--- config.mk ---
export PLATFORM = sky130hd
export DESIGN_NAME = tmr3_top
export DESIGN_NICKNAME = d
export VERILOG_FILES = /design/src/rtl/tmr3_pkg.sv /design/src/rtl/tmr3_prescale.sv /design/src/rtl/tmr3_channel.sv /design/src/rtl/tmr3_top.sv
export SDC_FILE = /design/constraint.sdc
export NUM_CORES = 2
export LEC_CHECK = 0
export BUFFER_PORTS_ARGS = -buffer_cell sky130_fd_sc_hd__buf_4
export CORE_AREA = 2 2 277 197
export DETAILED_ROUTE_END_ITERATION = 8
export DIE_AREA = 0 0 279 199
export PLACE_DENSITY = 0.76
export SLEW_MARGIN = 10
export SYNTH_ARGS = -nofsm -noshare
export SYNTH_HDL_FRONTEND = slang
export SYNTH_SLANG_ARGS = --single-unit
--- constraint.sdc ---
create_clock -name clk -period 6.71 [get_ports clk]
set_clock_uncertainty 0.2 [all_clocks]
set_input_delay 1.342 -clock clk [delete_from_list [all_inputs] [get_ports clk]]
set_output_delay 1.342 -clock clk [all_outputs]
set_load 0.1 [all_outputs]
--- src/rtl/tmr3_pkg.sv ---
package tmr3_pkg;

    localparam int NCH      = 3;
    localparam int EVT_PER  = 3;
    localparam int NEVT     = NCH * EVT_PER;
    localparam int CTL_W    = 12;
    localparam int DIR_BASE = 9;

    // word index inside a channel bank
    typedef enum logic [1:0] {
        W_CNT  = 2'd0,
        W_LOAD = 2'd1,
        W_CMPA = 2'd2,
        W_CMPB = 2'd3
    } bank_word_e;

    // word index inside the shared bank (bank 3)
    typedef enum logic [1:0] {
        S_CTL  = 2'd0,
        S_STS  = 2'd1,
        S_MSK  = 2'd2,
        S_NONE = 2'd3
    } shared_word_e;

    typedef struct packed {
        logic en;
        logic ext;
        logic ie;
        logic up;
    } ch_ctl_t;

    typedef struct packed {
        logic ovf;
        logic cmpb;
        logic cmpa;
    } ch_evt_t;

    function automatic ch_ctl_t ctl_of(input logic [CTL_W-1:0] c, input int n);
        ch_ctl_t r;
        r.en  = c[EVT_PER*n];
        r.ext = c[EVT_PER*n + 1];
        r.ie  = c[EVT_PER*n + 2];
        r.up  = c[DIR_BASE + n];
        return r;
    endfunction

endpackage

--- src/rtl/tmr3_prescale.sv ---
module tmr3_prescale #(
    parameter int DIV = 6
) (
    input  logic clk,
    input  logic rst,
    output logic tick
);
    localparam int CW = (DIV > 1) ? $clog2(DIV) : 1;

    logic [CW-1:0] div_q;

    assign tick = (div_q == CW'(DIV - 1));

    always_ff @(posedge clk) begin
        if (rst || tick) div_q <= '0;
        else             div_q <= div_q + 1'b1;
    end
endmodule

--- src/rtl/tmr3_channel.sv ---
module tmr3_channel
    import tmr3_pkg::*;
#(
    parameter int DW = 32
) (
    input  logic          clk,
    input  logic          rst,
    input  ch_ctl_t       ctl,
    input  logic          pre_tick,
    input  logic          ext_tick,
    input  logic          wr_cnt,
    input  logic          wr_load,
    input  logic          wr_cmpa,
    input  logic          wr_cmpb,
    input  logic [DW-1:0] wdata,
    output logic [DW-1:0] cnt,
    output logic [DW-1:0] load,
    output logic [DW-1:0] cmpa,
    output logic [DW-1:0] cmpb,
    output ch_evt_t       evt
);
    logic          step;
    logic          wrap;
    logic [DW-1:0] nxt;

    assign step = ctl.en && (ctl.ext ? ext_tick : pre_tick) && !wr_cnt;

    always_comb begin
        if (ctl.up) begin
            wrap = (cnt == '1);
            nxt  = wrap ? load : cnt + 1'b1;
        end else begin
            wrap = (cnt == '0);
            nxt  = wrap ? load : cnt - 1'b1;
        end
        evt.ovf  = step && wrap;
        evt.cmpa = step && (nxt == cmpa);
        evt.cmpb = step && (nxt == cmpb);
    end

    always_ff @(posedge clk) begin
        if (rst) begin
            cnt  <= '0;
            load <= '0;
            cmpa <= '0;
            cmpb <= '0;
        end else begin
            if (wr_cnt)    cnt  <= wdata;
            else if (step) cnt  <= nxt;
            if (wr_load)   load <= wdata;
            if (wr_cmpa)   cmpa <= wdata;
            if (wr_cmpb)   cmpb <= wdata;
        end
    end
endmodule

--- src/rtl/tmr3_top.sv ---
module tmr3_top
    import tmr3_pkg::*;
#(
    parameter int DW     = 32,
    parameter int ADDR_W = 8,
    parameter int PRESC  = 6
) (
    input  logic              clk,
    input  logic              rst,
    input  logic              bus_en,
    input  logic              bus_wr,
    input  logic [ADDR_W-1:0] bus_addr,
    input  logic [DW-1:0]     bus_wdata,
    output logic [DW-1:0]     bus_rdata,
    input  logic              ext_tick,
    output logic              irq
);
    logic [1:0]       bank;
    logic [1:0]       word;
    logic             aligned;
    logic             wr;
    logic             pre_tick;

    logic [CTL_W-1:0] ctl_q;
    logic [NEVT-1:0]  sts_q;
    logic [NEVT-1:0]  msk_q;
    logic [NEVT-1:0]  sts_set;
    logic [NEVT-1:0]  sts_clr;
    logic [NEVT-1:0]  irq_gate;

    logic [DW-1:0]    cnt_w  [NCH];
    logic [DW-1:0]    load_w [NCH];
    logic [DW-1:0]    cmpa_w [NCH];
    logic [DW-1:0]    cmpb_w [NCH];

    assign bank    = bus_addr[5:4];
    assign word    = bus_addr[3:2];
    assign aligned = (bus_addr[1:0] == 2'b00) && (bus_addr[ADDR_W-1:6] == '0);
    assign wr      = bus_en && bus_wr && aligned;

    tmr3_prescale #(.DIV(PRESC)) i_presc (
        .clk  (clk),
        .rst  (rst),
        .tick (pre_tick)
    );

    for (genvar g = 0; g < NCH; g++) begin : g_ch
        ch_ctl_t c;
        ch_evt_t e;
        logic    hit;

        assign c   = ctl_of(ctl_q, g);
        assign hit = wr && (bank == 2'(g));

        tmr3_channel #(.DW(DW)) i_ch (
            .clk      (clk),
            .rst      (rst),
            .ctl      (c),
            .pre_tick (pre_tick),
            .ext_tick (ext_tick),
            .wr_cnt   (hit && (word == W_CNT)),
            .wr_load  (hit && (word == W_LOAD)),
            .wr_cmpa  (hit && (word == W_CMPA)),
            .wr_cmpb  (hit && (word == W_CMPB)),
            .wdata    (bus_wdata),
            .cnt      (cnt_w[g]),
            .load     (load_w[g]),
            .cmpa     (cmpa_w[g]),
            .cmpb     (cmpb_w[g]),
            .evt      (e)
        );

        assign sts_set[EVT_PER*g +: EVT_PER]  = e;
        assign irq_gate[EVT_PER*g +: EVT_PER] = {c.ie, 2'b11};
    end

    assign sts_clr = (wr && bank == 2'd3 && word == S_STS) ? bus_wdata[NEVT-1:0] : '0;

    always_ff @(posedge clk) begin
        if (rst) begin
            ctl_q <= '0;
            sts_q <= '0;
            msk_q <= '0;
        end else begin
            if (wr && bank == 2'd3 && word == S_CTL) ctl_q <= bus_wdata[CTL_W-1:0];
            if (wr && bank == 2'd3 && word == S_MSK) msk_q <= bus_wdata[NEVT-1:0];
            sts_q <= (sts_q & ~sts_clr) | sts_set;
        end
    end

    assign irq = |(sts_q & msk_q & irq_gate);

    always_comb begin
        bus_rdata = '0;
        if (aligned) begin
            if (bank == 2'd3) begin
                case (word)
                    S_CTL:   bus_rdata = DW'(ctl_q);
                    S_STS:   bus_rdata = DW'(sts_q);
                    S_MSK:   bus_rdata = DW'(msk_q);
                    default: bus_rdata = '0;
                endcase
            end else begin
                for (int i = 0; i < NCH; i++) begin
                    if (bank == 2'(i)) begin
                        case (word)
                            W_CNT:   bus_rdata = cnt_w[i];
                            W_LOAD:  bus_rdata = load_w[i];
                            W_CMPA:  bus_rdata = cmpa_w[i];
                            default: bus_rdata = cmpb_w[i];
                        endcase
                    end
                end
            end
        end
    end
endmodule

==> results_dict.tcl <==
set metrics [dict create \
    setup_viol 0 \
    drv_cap 0 \
    drt-wirelength-per-cell_um 27.36 \
    io_pins 78 \
    ir_drop_mv 0.1704 \
    cts_hold_buf 0 \
    dieArea_um2 55520 \
    dr.pass1.iters 9 \
    finalHoldViolCount 0 \
    antenna_found_initial 3 \
    overflow 0 \
    ys_seq_area_share_pct 29.05 \
    antenna_left 0 \
    start_util_pct 54.19 \
    timing.final.crit_share_pct 84.08 \
    maxSlewViolCount 0 \
    grt_pass1_vias 27148 \
    htreeDepth 2 \
    drt-initial-drc-count 5753 \
    tritoncts "done" \
    cts_inserted_buffers 43 \
    outcome "complete, no violations" \
    crit_type "input pin to primary output" \
    period_needed_ps 5642 \
    power.density_nw_per_um2 174.8 \
    crit_fanout 37 \
    dpl_cell_area_um2 29290 \
    synth_top_area_share_pct 29.05 \
    syn2layout_area_growth_pct 6.757 \
    clock-sinks 417 \
    cts.clk_slew.worst_paths_ps 60 \
    syn-cell-area_um2 28740 \
    total_power_mw 5.363 \
    cp-end-kind "primary output" \
    hpwl_mm 84.39 \
    postSynth.asyncResetShare_pct 0 \
    fillers 4860 \
    rsz0062_at_grt "false" \
    postCtsResizedCells 0 \
    final_cell_mix "nand2_1 (807), a21oi_1 (488), dfxtp_1 (416)" \
    grt_max_degree 90 \
    portBuffers 77 \
    grt_pass1_wl_mm 177.9 \
    drc 0 \
    required_ps 5170 \
    track_usage_pct 42.39 \
    arrival_ps 4100 \
    gp_congestion 1.054 \
    hp-class "flop to flop" \
    syn_nets 3928 \
    fin_nets 3730 \
    tns_ps 0 \
    power_leakage_nw 10.39 \
    ys_warn_count 0 \
    final_common_cell "nand2_1" \
    syn_inst 3872 \
    cts_max_path_buffers 3 \
    synth.avg_cell_area_um2 7.422 \
    ys_types 96 \
    synthTopCellsByArea "dfxtp_1 (29%), nand2_1 (11%), a21oi_1 (8.5%)" \
    root_buffer "clkbuf_16" \
    stdcell_area_um2 30680 \
    rows 71 \
    drive_above_1_share_pct 10.58 \
    core_um2 53030 \
    max_slew.worst_pin.slew_ps 1153 \
    post_cts_buffers 0 \
    vias_per_cell 6.971 \
    ys_seq_elements 417 \
    synth_edf_count 0 \
    routed_wl_mm 120.4 \
    start_kind "input pin" \
    die_width_um 279 \
    vias 30672 \
    dieHeight_um 199 \
    slew_headroom_pct 22.66 \
    yosysTopAreaCell "dfxtp_1" \
    clk_latency_ps 620 \
    fmax_ghz 0.1773 \
    synth_ff_type "dfxtp_1" \
]
-- area by class of cell --
cell class | count | area, um^2 | share of cell area [%]
clock buffers | 55 | 1191 | 3.883
repair buffers | 133 | 1022 | 3.332
flip-flops and latches | 417 | 8349 | 27.21
clock inverters | 21 | 192.7 | 0.6281
inverters | 47 | 176.4 | 0.5750
diodes | 2 | 5.005 | 0.01631
multi-input cells | 3032 | 18880 | 61.53
well taps | 693 | 867.1 | 2.826
-- cells by family (layout without fill, tap and decap cells) --
family | after synthesis | count (layout) | share of synthesized area (%)
simple gates | 1664 | 1664 | 26.47
fa+ha+maj | 11 | 11 | 0.4789
buf+inv | 423 | 256 | 5.704
mux | 182 | 182 | 10.75
other cells | 0 | 2 | 0
xor+xnor | 275 | 275 | 8.455
compound gates | 900 | 900 | 19.09
flops | 417 | 417 | 29.05
-- metrics by stage --
step | std cells | setup slack [ps] | util [%] | hold WS [ps]
floorplan | 3872 | 91.02 | - | 236.2
global placement | 4322 | 1146 | 55.23 | 256.6
global route | 4398 | 1048 | 57.84 | 297.9
CTS | 4398 | 1130 | 57.84 | 268.2
finish | 4400 | 1068 | 57.85 | 268.9
detailed placement | 4322 | 1125 | 55.23 | 259.4
-- synthesized netlist by cell type, types with 27 or more instances --
cell type and instances:
mux4_2 99, a211oi_1 62, clkbuf_1 324, or3_1 27, buf_1 31, nor2_1 330
nand2_1 810, o211ai_1 33, a21oi_1 488, nor4_1 78, inv_1 47, mux2i_1 72
dfxtp_1 417, or4_1 33, xnor2_1 156, o21ai_0 101, xor2_1 117, nor3_1 104
nand3_1 74, nand4_1 72
-- sequential cells by signal (all words and copies together) (netlist names) --
signal,count
i_presc.div_q,3
ctl_q,12
g_ch.i_ch.cnt,96
g_ch.i_ch.cmpb,96
msk_q,9
sts_q,9
g_ch.i_ch.cmpa,96
g_ch.i_ch.load,96
-- worst max-delay path, stage by stage --
cell       delay, ps
buf_4            430
inv_1            410
nor2_1           640
a21o_1           210
a222oi_1          90
a2111oi_2        530
buf_4            390
-- worst paths after layout --
check	to	start	slack, ps	cells past startpoint
hold reg to reg	i_presc.div_q[0]$_SDFF_PP0_	i_presc.div_q[0]$_SDFF_PP0_	270	1
setup reg to reg	sts_q[7]$_SDFF_PP0_	g_ch[2].i_ch.cnt[19]$_SDFFE_PP0P_	1380	9
setup / recovery	bus_rdata[15]	bus_addr[5]	1070	7
hold / removal	i_presc.div_q[0]$_SDFF_PP0_	i_presc.div_q[0]$_SDFF_PP0_	270	1
-- metal layers --
layer	track usage (%)	vias up	share of wire (%)
li1	-	13354	-
met4	18.96	6	5.2
met3	19.76	407	19
met2	55.91	2786	38
met5	1.326	-	0.11
met1	57.93	14119	38
-- power by group --
group | internal [mW] | switching (mW) | leakage (nW)
registers | 2.48 | 0.00470 | 3.36
clock network | 1.34 | 1.11 | 0.681
logic | 0.117 | 0.311 | 6.35
total | 3.93 | 1.43 | 10.4
No activity file was read; power rests on OpenSTA's default activity.
